<file path="src/rtl/svc_stat_pkg.sv">
// Shared constants and types for the status byte block.
// Assumes an eight-bit status byte; bit positions are fixed by the
// instrument status model and decoded by the host.
package svc_stat_pkg;
    localparam int STB_W    = 8;
    localparam int B_QUES2  = 0;
    localparam int B_UNUSED = 1;
    localparam int B_ERR    = 2;
    localparam int B_QUES   = 3;
    localparam int B_MAV    = 4;
    localparam int B_EVT    = 5;
    localparam int B_SUM    = 6;
    localparam int B_OPER   = 7;
    localparam logic [STB_W-1:0] SELF_BIT = STB_W'(1) << B_SUM;

    typedef struct packed {
        logic oper;
        logic evt;
        logic mav;
        logic ques;
        logic err;
        logic ques2;
    } stb_src_t;

    typedef enum logic [1:0] {
        RD_NONE  = 2'd0,
        RD_POLL  = 2'd1,
        RD_QUERY = 2'd2
    } rd_kind_t;
endpackage

</file>
<file path="src/rtl/svc_stat_enable.sv">
// Service request enable mask register.
// Loads the host data on a write strobe; cleared by synchronous
// active-low reset. All bits are stored; bit 6 is dropped downstream.
module svc_stat_enable
    import svc_stat_pkg::*;
(
    input  logic             clk,
    input  logic             rst_n,
    input  logic             wr_i,
    input  logic [STB_W-1:0] data_i,
    output logic [STB_W-1:0] en_o
);
    logic [STB_W-1:0] en_q;

    // Hold the mask, replace it on a host write.
    always_ff @(posedge clk) begin
        if (!rst_n)    en_q <= '0;
        else if (wr_i) en_q <= data_i;
    end

    assign en_o = en_q;

    AST_EN_WRITE: assert property (@(posedge clk) disable iff (!rst_n)
        wr_i |=> (en_q == $past(data_i)))
        else $error("enable mask not loaded");
endmodule

</file>
<file path="src/rtl/svc_stat_summary.sv">
// Status byte assembly and master summary.
// Places each filtered group summary at its fixed bit, forces the
// unused bit and bit 6 to zero in the live byte, and ORs the enabled
// bits into the master summary. Purely combinational apart from checks.
module svc_stat_summary
    import svc_stat_pkg::*;
(
    input  logic             clk,
    input  logic             rst_n,
    input  stb_src_t         src_i,
    input  logic [STB_W-1:0] en_i,
    output logic [STB_W-1:0] live_o,
    output logic             mss_o
);
    logic [STB_W-1:0] live;
    logic [STB_W-1:0] gated;

    // Place group summaries at their byte positions.
    always_comb begin
        live           = '0;
        live[B_QUES2]  = src_i.ques2;
        live[B_ERR]    = src_i.err;
        live[B_QUES]   = src_i.ques;
        live[B_MAV]    = src_i.mav;
        live[B_EVT]    = src_i.evt;
        live[B_OPER]   = src_i.oper;
        live[B_UNUSED] = 1'b0;
    end

    // Per-bit enable gating; the summary bit never feeds itself.
    for (genvar i = 0; i < STB_W; i++) begin : g_gate
        if (i == B_SUM) begin : g_self
            assign gated[i] = 1'b0;
        end else begin : g_bit
            assign gated[i] = live[i] & en_i[i];
        end
    end

    assign mss_o  = |gated;
    assign live_o = live;

    AST_SELF_ENABLE_IGNORED: assert property (@(posedge clk) disable iff (!rst_n)
        ((en_i & ~SELF_BIT) == '0) |-> !mss_o)
        else $error("summary raised by bit 6 enable");
endmodule

</file>
<file path="src/rtl/svc_stat_rqs.sv">
// Latched request-for-service bit and service request line.
// Sets on a rising edge of the master summary, clears on a serial
// poll; a coincident rising edge wins over the poll.
module svc_stat_rqs (
    input  logic clk,
    input  logic rst_n,
    input  logic mss_i,
    input  logic poll_i,
    output logic rqs_o
);
    logic mss_q;
    logic rqs_q;
    logic rise;

    assign rise = mss_i & ~mss_q;

    // Remember last cycle's summary for edge detection.
    always_ff @(posedge clk) begin
        if (!rst_n) mss_q <= 1'b0;
        else        mss_q <= mss_i;
    end

    // Request latch: set on edge, clear on poll, otherwise hold.
    always_ff @(posedge clk) begin
        if (!rst_n)      rqs_q <= 1'b0;
        else if (rise)   rqs_q <= 1'b1;
        else if (poll_i) rqs_q <= 1'b0;
    end

    assign rqs_o = rqs_q;

    AST_SET_ON_RISE: assert property (@(posedge clk) disable iff (!rst_n)
        (mss_i && !mss_q) |=> rqs_q)
        else $error("request not latched on edge");
    AST_POLL_CLEARS: assert property (@(posedge clk) disable iff (!rst_n)
        (poll_i && !(mss_i && !mss_q)) |=> !rqs_q)
        else $error("poll did not clear request");
    AST_NO_REARM: assert property (@(posedge clk) disable iff (!rst_n)
        (!rqs_q && !(mss_i && !mss_q)) |=> !rqs_q)
        else $error("request raised without edge");
    AST_HOLD_UNTIL_POLL: assert property (@(posedge clk) disable iff (!rst_n)
        (rqs_q && !poll_i) |=> rqs_q)
        else $error("request dropped without poll");
endmodule

</file>
<file path="src/rtl/svc_stat_resp.sv">
// Read response register.
// Registers the byte one cycle after a read: live bits everywhere,
// bit 6 from the latch on a poll or from the live summary on a query.
// A poll has priority over a simultaneous query.
module svc_stat_resp
    import svc_stat_pkg::*;
(
    input  logic             clk,
    input  logic             rst_n,
    input  logic             poll_i,
    input  logic             query_i,
    input  logic [STB_W-1:0] live_i,
    input  logic             mss_i,
    input  logic             rqs_i,
    output logic             valid_o,
    output logic [STB_W-1:0] data_o
);
    rd_kind_t         kind;
    logic [STB_W-1:0] byte_d;
    logic             valid_q;
    logic [STB_W-1:0] data_q;

    // Classify the request, poll first.
    always_comb begin
        if (poll_i)       kind = RD_POLL;
        else if (query_i) kind = RD_QUERY;
        else              kind = RD_NONE;
    end

    // Pick the bit 6 source for the response byte.
    always_comb begin
        byte_d        = live_i;
        byte_d[B_SUM] = (kind == RD_POLL) ? rqs_i : mss_i;
    end

    // Capture the response and its strobe.
    always_ff @(posedge clk) begin
        if (!rst_n) begin
            valid_q <= 1'b0;
            data_q  <= '0;
        end else begin
            valid_q <= (kind != RD_NONE);
            if (kind != RD_NONE) data_q <= byte_d;
        end
    end

    assign valid_o = valid_q;
    assign data_o  = data_q;

    AST_BIT1_ZERO: assert property (@(posedge clk) disable iff (!rst_n)
        valid_q |-> !data_q[B_UNUSED])
        else $error("unused bit set");
    AST_RESP_ONLY_ON_READ: assert property (@(posedge clk) disable iff (!rst_n)
        valid_q |-> $past(poll_i || query_i))
        else $error("response without request");
endmodule

</file>
<file path="src/rtl/svc_status_byte.sv">
// Top level: status byte, master summary and service request.
// Assumes the group summary inputs are already enable-filtered and
// synchronous to clk. Reset is synchronous and active low.
module svc_status_byte
    import svc_stat_pkg::*;
(
    input  logic             clk,
    input  logic             rst_n,
    input  logic             sum_ques2_i,
    input  logic             sum_err_i,
    input  logic             sum_ques_i,
    input  logic             sum_mav_i,
    input  logic             sum_evt_i,
    input  logic             sum_oper_i,
    input  logic             en_wr_i,
    input  logic [STB_W-1:0] en_data_i,
    input  logic             poll_i,
    input  logic             query_i,
    output logic             rsp_valid_o,
    output logic [STB_W-1:0] rsp_data_o,
    output logic             mss_o,
    output logic             srq_o
);
    stb_src_t         src;
    logic [STB_W-1:0] en_mask;
    logic [STB_W-1:0] live_byte;
    logic             mss;
    logic             rqs;

    assign src = '{oper: sum_oper_i, evt: sum_evt_i, mav: sum_mav_i,
                   ques: sum_ques_i, err: sum_err_i, ques2: sum_ques2_i};

    svc_stat_enable u_enable (
        .clk    (clk),
        .rst_n  (rst_n),
        .wr_i   (en_wr_i),
        .data_i (en_data_i),
        .en_o   (en_mask)
    );

    svc_stat_summary u_summary (
        .clk    (clk),
        .rst_n  (rst_n),
        .src_i  (src),
        .en_i   (en_mask),
        .live_o (live_byte),
        .mss_o  (mss)
    );

    svc_stat_rqs u_rqs (
        .clk    (clk),
        .rst_n  (rst_n),
        .mss_i  (mss),
        .poll_i (poll_i),
        .rqs_o  (rqs)
    );

    svc_stat_resp u_resp (
        .clk     (clk),
        .rst_n   (rst_n),
        .poll_i  (poll_i),
        .query_i (query_i),
        .live_i  (live_byte),
        .mss_i   (mss),
        .rqs_i   (rqs),
        .valid_o (rsp_valid_o),
        .data_o  (rsp_data_o)
    );

    assign mss_o = mss;
    assign srq_o = rqs;

    AST_SRQ_FALLS_ON_POLL: assert property (@(posedge clk) disable iff (!rst_n)
        (srq_o && poll_i && !mss) |=> !srq_o)
        else $error("service request held after poll");
endmodule

</file>
<file path="config.mk">
export PLATFORM = sky130hd
export DESIGN_NAME = svc_status_byte
export DESIGN_NICKNAME = d
export VERILOG_FILES = /design/src/rtl/svc_stat_pkg.sv /design/src/rtl/svc_stat_enable.sv /design/src/rtl/svc_stat_summary.sv /design/src/rtl/svc_stat_rqs.sv /design/src/rtl/svc_stat_resp.sv /design/src/rtl/svc_status_byte.sv
export SDC_FILE = /design/constraint.sdc
export NUM_CORES = 1
export LEC_CHECK = 0
export ABC_AREA = 0
export BUFFER_PORTS_ARGS = -buffer_cell sky130_fd_sc_hd__buf_2
export CORE_UTILIZATION = 39
export DETAILED_ROUTE_END_ITERATION = 10
export PLACE_DENSITY = 0.72
export SYNTH_ARGS = -nofsm -noshare
export SYNTH_HDL_FRONTEND = slang
export SYNTH_SLANG_ARGS = --single-unit
</file>
<file path="constraint.sdc">
create_clock -name clk -period 0.91 [get_ports clk]
set_input_delay 0.0455 -clock clk [delete_from_list [all_inputs] [get_ports clk]]
set_output_delay 0.0455 -clock clk [all_outputs]
set_load 0.05 [all_outputs]
</file>
==> reports/qor.yml, run 1 <==
power:
  irDropWorstVdd_v: 0.00111
  fin_total_pwr_mw: 1.55
  power.density_nw_per_um2: 1740
  leakage_nw: 0.403
status:
  violations: "setup timing"
  status: "finished, violations left"
routing:
  drt_iter0_markers: 5
  wl_per_cell_um: 11.4
  drtAntennaViolNets: 0
  via_count: 549
  drc: 0
  first_pass_iters: 3
  wl_um: 1270
  viasPerCell: 4.95
yosys:
  ys_seq_elements: 16
  synth_area_um2: 642
  synthTopCellsByArea: "dfxtp_1 (50%), mux2i_1 (9.4%), nor2b_1 (7.8%), a21boi_0 (7.0%), o21ai_0 (4.7%)"
  avgSynthCellArea_um2: 9.87
  synth_largest_area_cell: "dfxtp_1"
  ys_warn_count: 0
  synthDistinctLibCells: 20
  synth_top_area_share_pct: 49.9
  ys_seq_area_share_pct: 49.9
  syn_inst: 65
  syn_nets: 84
floorplanning:
  chipHeight_um: 42.6
  die_w_um: 42.6
  coreArea_um2: 1520
  dieArea_um2: 1810
  start_util_pct: 42.1
  num_rows: 14
  io_pins: 30
clock_tree:
  clockBufferDepth: 2
  hold_buffers: 0
  cts.sinks: 16
  cts_tree: "done"
  cts-htree-levels: 1
  clk_latency_ns: 0.28
  cts_root_buf: "clkbuf_4"
  path_clk_slew_ns: 0.09
  numCtsBuffers: 3
sta:
  period_share_pct: 124
  fmax_mhz: 885
  fin_crit_ns: 1.13
  worst_slack_ns: -0.220
  rsz0062_at_grt: "true"
  finalHoldViolCount: 0
  skew_ns: 0.00334
  setup_viol: 4
  worst_hold_slack_ns: 0.0136
  drv_slew: 0
final_layout:
  finish.net_count: 115
  drive_gt1_share_pct: 44.2
  syn_to_final_growth_pct: 39.0
  n_antenna_cell: 0
global_route:
  gr-total-overflow: 0
  grt_max_degree: 19
  antenna_found_initial: 0
  grt_usage_pct: 16.5
  grt_pass1_wl_um: 2210
  grt_pass1_vias: 532
place:
  place_congestion: 0.709
  port_buffers: 26
critical_path:
  required_ns: 0.86
  cp_max_fo: 2
  crit_path_end_kind: "output pin"
  start_kind: "flip-flop"
  criticalPathCategory: "flip-flop to output pin"
  crit_arrival_ns: 1.08
run:
  max_cap_violations: 0
hold_path:
  hold_path_class: "input pin to flip-flop"
## through the flow
stage	setup WS, ns	cell area [um^2]	instances	TNS, ns	util (%)
global route	-0.295	892	111	-0.979	58.5
finish	-0.220	892	111	-0.703	58.5
detailed placement	-0.0736	818	106	-0.111	53.7
global placement	-0.0648	818	106	-0.110	53.7
CTS	-0.229	883	111	-0.703	58.0
floorplan	-0.187	673	65	-0.438	-
## layout make-up
type	instances	area [um^2]
clock buffers	4	26.3
fillers	142	632
inverters	1	3.75
multi-input cells	44	318
flip-flops and latches	16	328
well taps	16	20.0
repair buffers	30	196
## synthesized netlist by cell type
library cell / instances
a41o_2: 1
nor2b_1: 8
o21ai_0: 6
a21boi_0: 6
a32o_1: 1
nor2_1: 1
buf_6: 1
buf_4: 1
clkbuf_1: 1
inv_1: 1
and2_1: 1
a22oi_1: 3
mux2i_1: 6
nand3_1: 1
or3b_1: 1
nand2_1: 7
a21boi_1: 1
buf_2: 1
conb_1: 1
dfxtp_1: 16
## where the power goes
group          internal (mW)  switching (mW)  total, mW
logic                  0.152           0.228      0.380
clock network          0.170           0.219      0.389
registers              0.751          0.0278      0.779
total                   1.07           0.475       1.55
## path summary, 6_finish.rpt
check | startpoint | to | slack (ns) | depth (start not counted)
max | u_enable.en_o[0] | mss_o | -0.22 | 3
min | en_data_i[7] | u_enable.en_o[7] | 0.01 | 3
min reg2reg | u_resp.data_o[2] | u_resp.data_o[2] | 0.47 | 2
max reg2reg | u_enable.en_o[0] | u_resp.data_o[6] | -0.20 | 4
## placed cells by master, fill, tap and decap left out
master    instances
nor2_1            1
buf_6             3
and2_1            1
a21boi_1          1
dfxtp_1          12
o21ai_0           6
buf_2            16
a32o_1            1
buf_4            10
inv_1             1
mux2i_1           6
dfxtp_4           1
clkbuf_1          1
conb_1            1
or3b_1            1
clkbuf_4          4
a41o_2            1
nor2b_1           8
nand3_4           1
a21boi_0          6
a22oi_2           3
dfxtp_2           3
nand2_1           7
## layer usage
metal	vias to the layer above	global-route usage (%)	wire [um]	share of wire [%]
li1	282	-	-	-
met1	246	19.1	568	45
met2	21	27.1	603	48
met3	0	7.33	93	7.4
met4	0	5.63	0	0
met5	-	0	0	0
## cell families after synthesis
kind of cell | after synthesis | share of synthesized area (%)
multiplexers | 6 | 9.36
AND/OR/NAND/NOR | 19 | 15.6
flip-flops | 16 | 49.9
AO/OA/AOI/OAI | 18 | 19.7
buffers and inverters | 5 | 4.87
other | 1 | 0.584
## worst max-delay path, stage by stage (launching register included)
cell and delay, ns:
dfxtp_2 0.33, a22oi_2 0.20, nand3_4 0.10, buf_6 0.17
## registers in the layout, summed over array words and instances (netlist names)
register and count:
u_rqs.mss_q 1, u_resp.valid_o 1, u_resp.data_o 7, u_enable.en_o 6
u_rqs.rqs_o 1
## repair_timing
item | 4_1_cts | 5_1_grt
gates cloned | 0 | 0
gates resized for setup | 12 | 4
hold endpoints to repair | 0 | 0
setup endpoints to repair | 11 | 7
setup buffers | 1 | 0
pin swaps | 1 | 0
No activity file was read; power rests on OpenSTA's default activity.
==> run 2: changes to the inputs <==
--- a/config.mk
+++ b/config.mk
@@ -5,9 +5,10 @@
 export SDC_FILE = /design/constraint.sdc
 export NUM_CORES = 1
 export LEC_CHECK = 0
-export ABC_AREA = 0
+export ABC_AREA = 1
 export BUFFER_PORTS_ARGS = -buffer_cell sky130_fd_sc_hd__buf_2
 export CORE_UTILIZATION = 39
+export CTS_CLUSTER_DIAMETER = 30
 export DETAILED_ROUTE_END_ITERATION = 10
 export PLACE_DENSITY = 0.72
 export SYNTH_ARGS = -nofsm -noshare
==> reports/qor.yml, run 2 <==
clock_tree:
  numCtsBuffers: 3  # unchanged
  clockBufferDepth: 2  # unchanged
  cts_root_buf: "clkbuf_4"
  cts.sinks: 16  # unchanged
  cts_tree: "done"
  path_clk_slew_ns: 0.08  # about the same
  clk_latency_ns: 0.28  # about the same
  cts-htree-levels: 1  # unchanged
critical_path:
  cp_max_fo: 2  # unchanged
  criticalPathCategory: "flip-flop to output pin"
  r2r_cells: 8  # +4
  rr_endpoint: "u_resp.data_o[6]"
  crit_arrival_ns: 1.07  # about the same
  required_ns: 0.86  # about the same
  worstReg2RegStart: "u_enable.en_o[4]"
  start_kind: "flip-flop"
  crit_path_end_kind: "output pin"
  r2r_slack_ns: -0.14  # +0.06 ns
final_layout:
  layout_commonest_cell: "nor2_1"
  most-common-layout-cells: "nor2_1 (26), buf_2 (17), dfxtp_1 (11)"
  drive_gt1_share_pct: 41.2  # -3.0 points
  n_antenna_cell: 0  # unchanged
  largest_reg_flops: 7  # unchanged
  fillers: 146  # +2.8%
  finalInstanceArea_um2: 930  # +4.2%
  syn_to_final_growth_pct: 48.6
  finish.net_count: 140  # +22%
routing:
  drtAntennaViolNets: 0  # unchanged
  first_pass_iters: 3  # unchanged
  wl_um: 1270  # +0.47%
  via_count: 589  # +7.3%
  drc: 0  # unchanged
  wl_per_cell_um: 9.41  # -17%
  drt_iter0_markers: 10  # +5
  viasPerCell: 4.36  # -12%
yosys:
  avgSynthCellArea_um2: 7.45  # -25%
  synth_largest_area_cell: "dfxtp_1"
  synth_common_cells: "nor2_1 (26), dfxtp_1 (16), nand2_1 (13)"
  ys_warn_count: 0  # unchanged
  syn_nets: 103  # +23%
  synth_area_um2: 626  # -2.5%
  synth.most_common_cell: "nor2_1"
  syn_inst: 84  # +29%
  ys_seq_elements: 16  # unchanged
  synthDistinctLibCells: 15  # -25%
  synthTopCellsByArea: "dfxtp_1 (51%), nor2_1 (16%), o21ai_0 (8.0%), nand2_1 (7.8%), nand3_1 (3.2%)"
  synth_edf_count: 0  # unchanged
  ys_seq_area_share_pct: 51.2  # +1.3 points
  synth_top_area_share_pct: 51.2  # +1.3 points
  synthArstFlopShare_pct: 0  # unchanged
  ys.flop_type: "dfxtp_1"
place:
  port_buffers: 26  # unchanged
  hpwl_um: 873
  pre_cts_ws_ns: -0.0127  # +0.0609 ns
  placed_area_um2: 766  # -6.4%
  place_congestion: 0.719  # +1.4%
sta:
  finalHoldViolCount: 0  # unchanged
  fin_crit_ns: 1.12  # -0.0143 ns
  fmax_mhz: 896  # +1.3%
  period_share_pct: 123  # -1.6 points
  rsz0062_at_grt: "true"
  setup_viol: 3  # -1
  skew_ns: 0.00256  # -0.000775 ns
  drv_slew: 0  # unchanged
  worst_slack_ns: -0.206  # +0.0143 ns
global_route:
  grt_pass1_wl_um: 2080  # -6.0%
  grt_pass1_vias: 514  # -3.4%
  grt_usage_pct: 16.4  # -0.18 points
  gr-total-overflow: 0  # unchanged
  grt_use_met3_pct: 7.76  # +0.43 points
  top_usage_layer: "met2"
  grt_util_met1_pct: 18.1  # -1.0 points
  grtUsageMet2_pct: 26.6  # -0.51 points
  antenna_found_initial: 0  # unchanged
  grt_max_degree: 18  # -1
power:
  leakage_nw: 0.470  # +16%
  power.density_nw_per_um2: 1700  # -2.0%
  fin_total_pwr_mw: 1.58  # +2.1%
  irDropWorstVdd_v: 0.00106  # -4.2%
status:
  status: "finished, violations left"
  violations: "setup timing"
floorplanning:
  coreArea_um2: 1510  # -1.1%
  num_rows: 14  # unchanged
  io_pins: 30  # unchanged
  dieArea_um2: 1770  # -2.4%
  die_w_um: 42.1  # -1.2%
  start_util_pct: 41.5  # -0.59 points
  chipHeight_um: 42.1  # -1.2%
hold_path:
  min-delay-start: "sum_mav_i"
  holdPathEnd: "u_resp.data_o[4]"
  whs_path_depth: 3  # unchanged
  hold_path_class: "input pin to flip-flop"
run:
  max_cap_violations: 0  # unchanged
==> run 2: cell types whose count changed after synthesis, sizes merged, moves of 3 or more <==
cell,change
nor2,+27
inv,+5
a21boi,-6
nand3,+3
o21ai,+6
a22oi,-3
nand2,+7
nor2b,-8
mux2i,-6
==> run 2: cell families (layout without fill, tap and decap cells) <==
family | after synthesis | in the layout | synth area share [%]
other cells | 1 | 1 | 0.599
compound gates | 13 | 13 | 10.8
buf+inv | 8 | 43 | 7.00
simple gates | 46 | 46 | 30.4
flops | 16 | 16 | 51.2
==> run 2: layout make-up <==
type	instances	area, um^2	share of cell area, %
flip-flops and latches	16	327	35.1
multi-input cells	60	293	31.5
repair buffers	34	243	26.1
inverters	6	25.0	2.69
clock buffers	3	22.5	2.42
well taps	16	20.0	2.15
==> run 2: metal layers <==
| layer | vias to the layer above | share of wire [%] |
|---|---|---|
| li1 | 332 | - |
| met1 | 236 | 46 |
| met2 | 19 | 47 |
| met3 | 2 | 5.7 |
| met4 | 0 | 1.4 |
| met5 | - | 0 |
==> run 2: metrics by stage <==
stage | hold WS, ns | utilization [%] | TNS, ns | cells
2_1_floorplan | 0.147 | - | -0.0463 | 84
3_3_place_gp | 0.266 | 50.8 | 0 | 124
3_5_place_dp | 0.273 | 50.8 | -0.0186 | 124
4_1_cts | 0.0275 | 59.5 | -0.299 | 134
5_1_grt | 0.0507 | 61.7 | -0.529 | 135
6_report | 0.0396 | 61.7 | -0.370 | 135
==> run 2: worst max path at each step <==
stage          slack [ns]               end              from  depth (start not counted)
6_report            -0.21             mss_o  u_enable.en_o[4]                          5
2_1_floorplan       -0.05       u_rqs.rqs_o  u_enable.en_o[3]                          6
3_3_place_gp        0.003  u_resp.data_o[6]  u_enable.en_o[3]                          6
3_5_place_dp        -0.01  u_resp.data_o[6]  u_enable.en_o[3]                          6
4_1_cts             -0.23             mss_o  u_enable.en_o[0]                          5
5_1_grt             -0.26             mss_o  u_enable.en_o[4]                          5
==> run 2: report_power, final <==
part	leakage, nW	switching [mW]	internal [mW]
sequential	0.135	0.0291	0.759
combinational	0.321	0.274	0.170
clock	0.0138	0.195	0.154
==> run 2: critical path, cell delays in order, from the launching register on <==
cell	delay, ns
dfxtp_2	0.33
nand2_2	0.05
nand2_2	0.06
nor2_4	0.14
nand2_4	0.06
buf_8	0.15
==> run 2: what timing repair did <==
item | 4_1_cts | 5_1_grt
hold buffers | 6 | 0
buffers inserted | 1 | 1
resized for setup | 16 | 11
pin swaps | 3 | 3
endpoints found under the hold margin | 6 | 0
setup endpoints to repair | 10 | 5
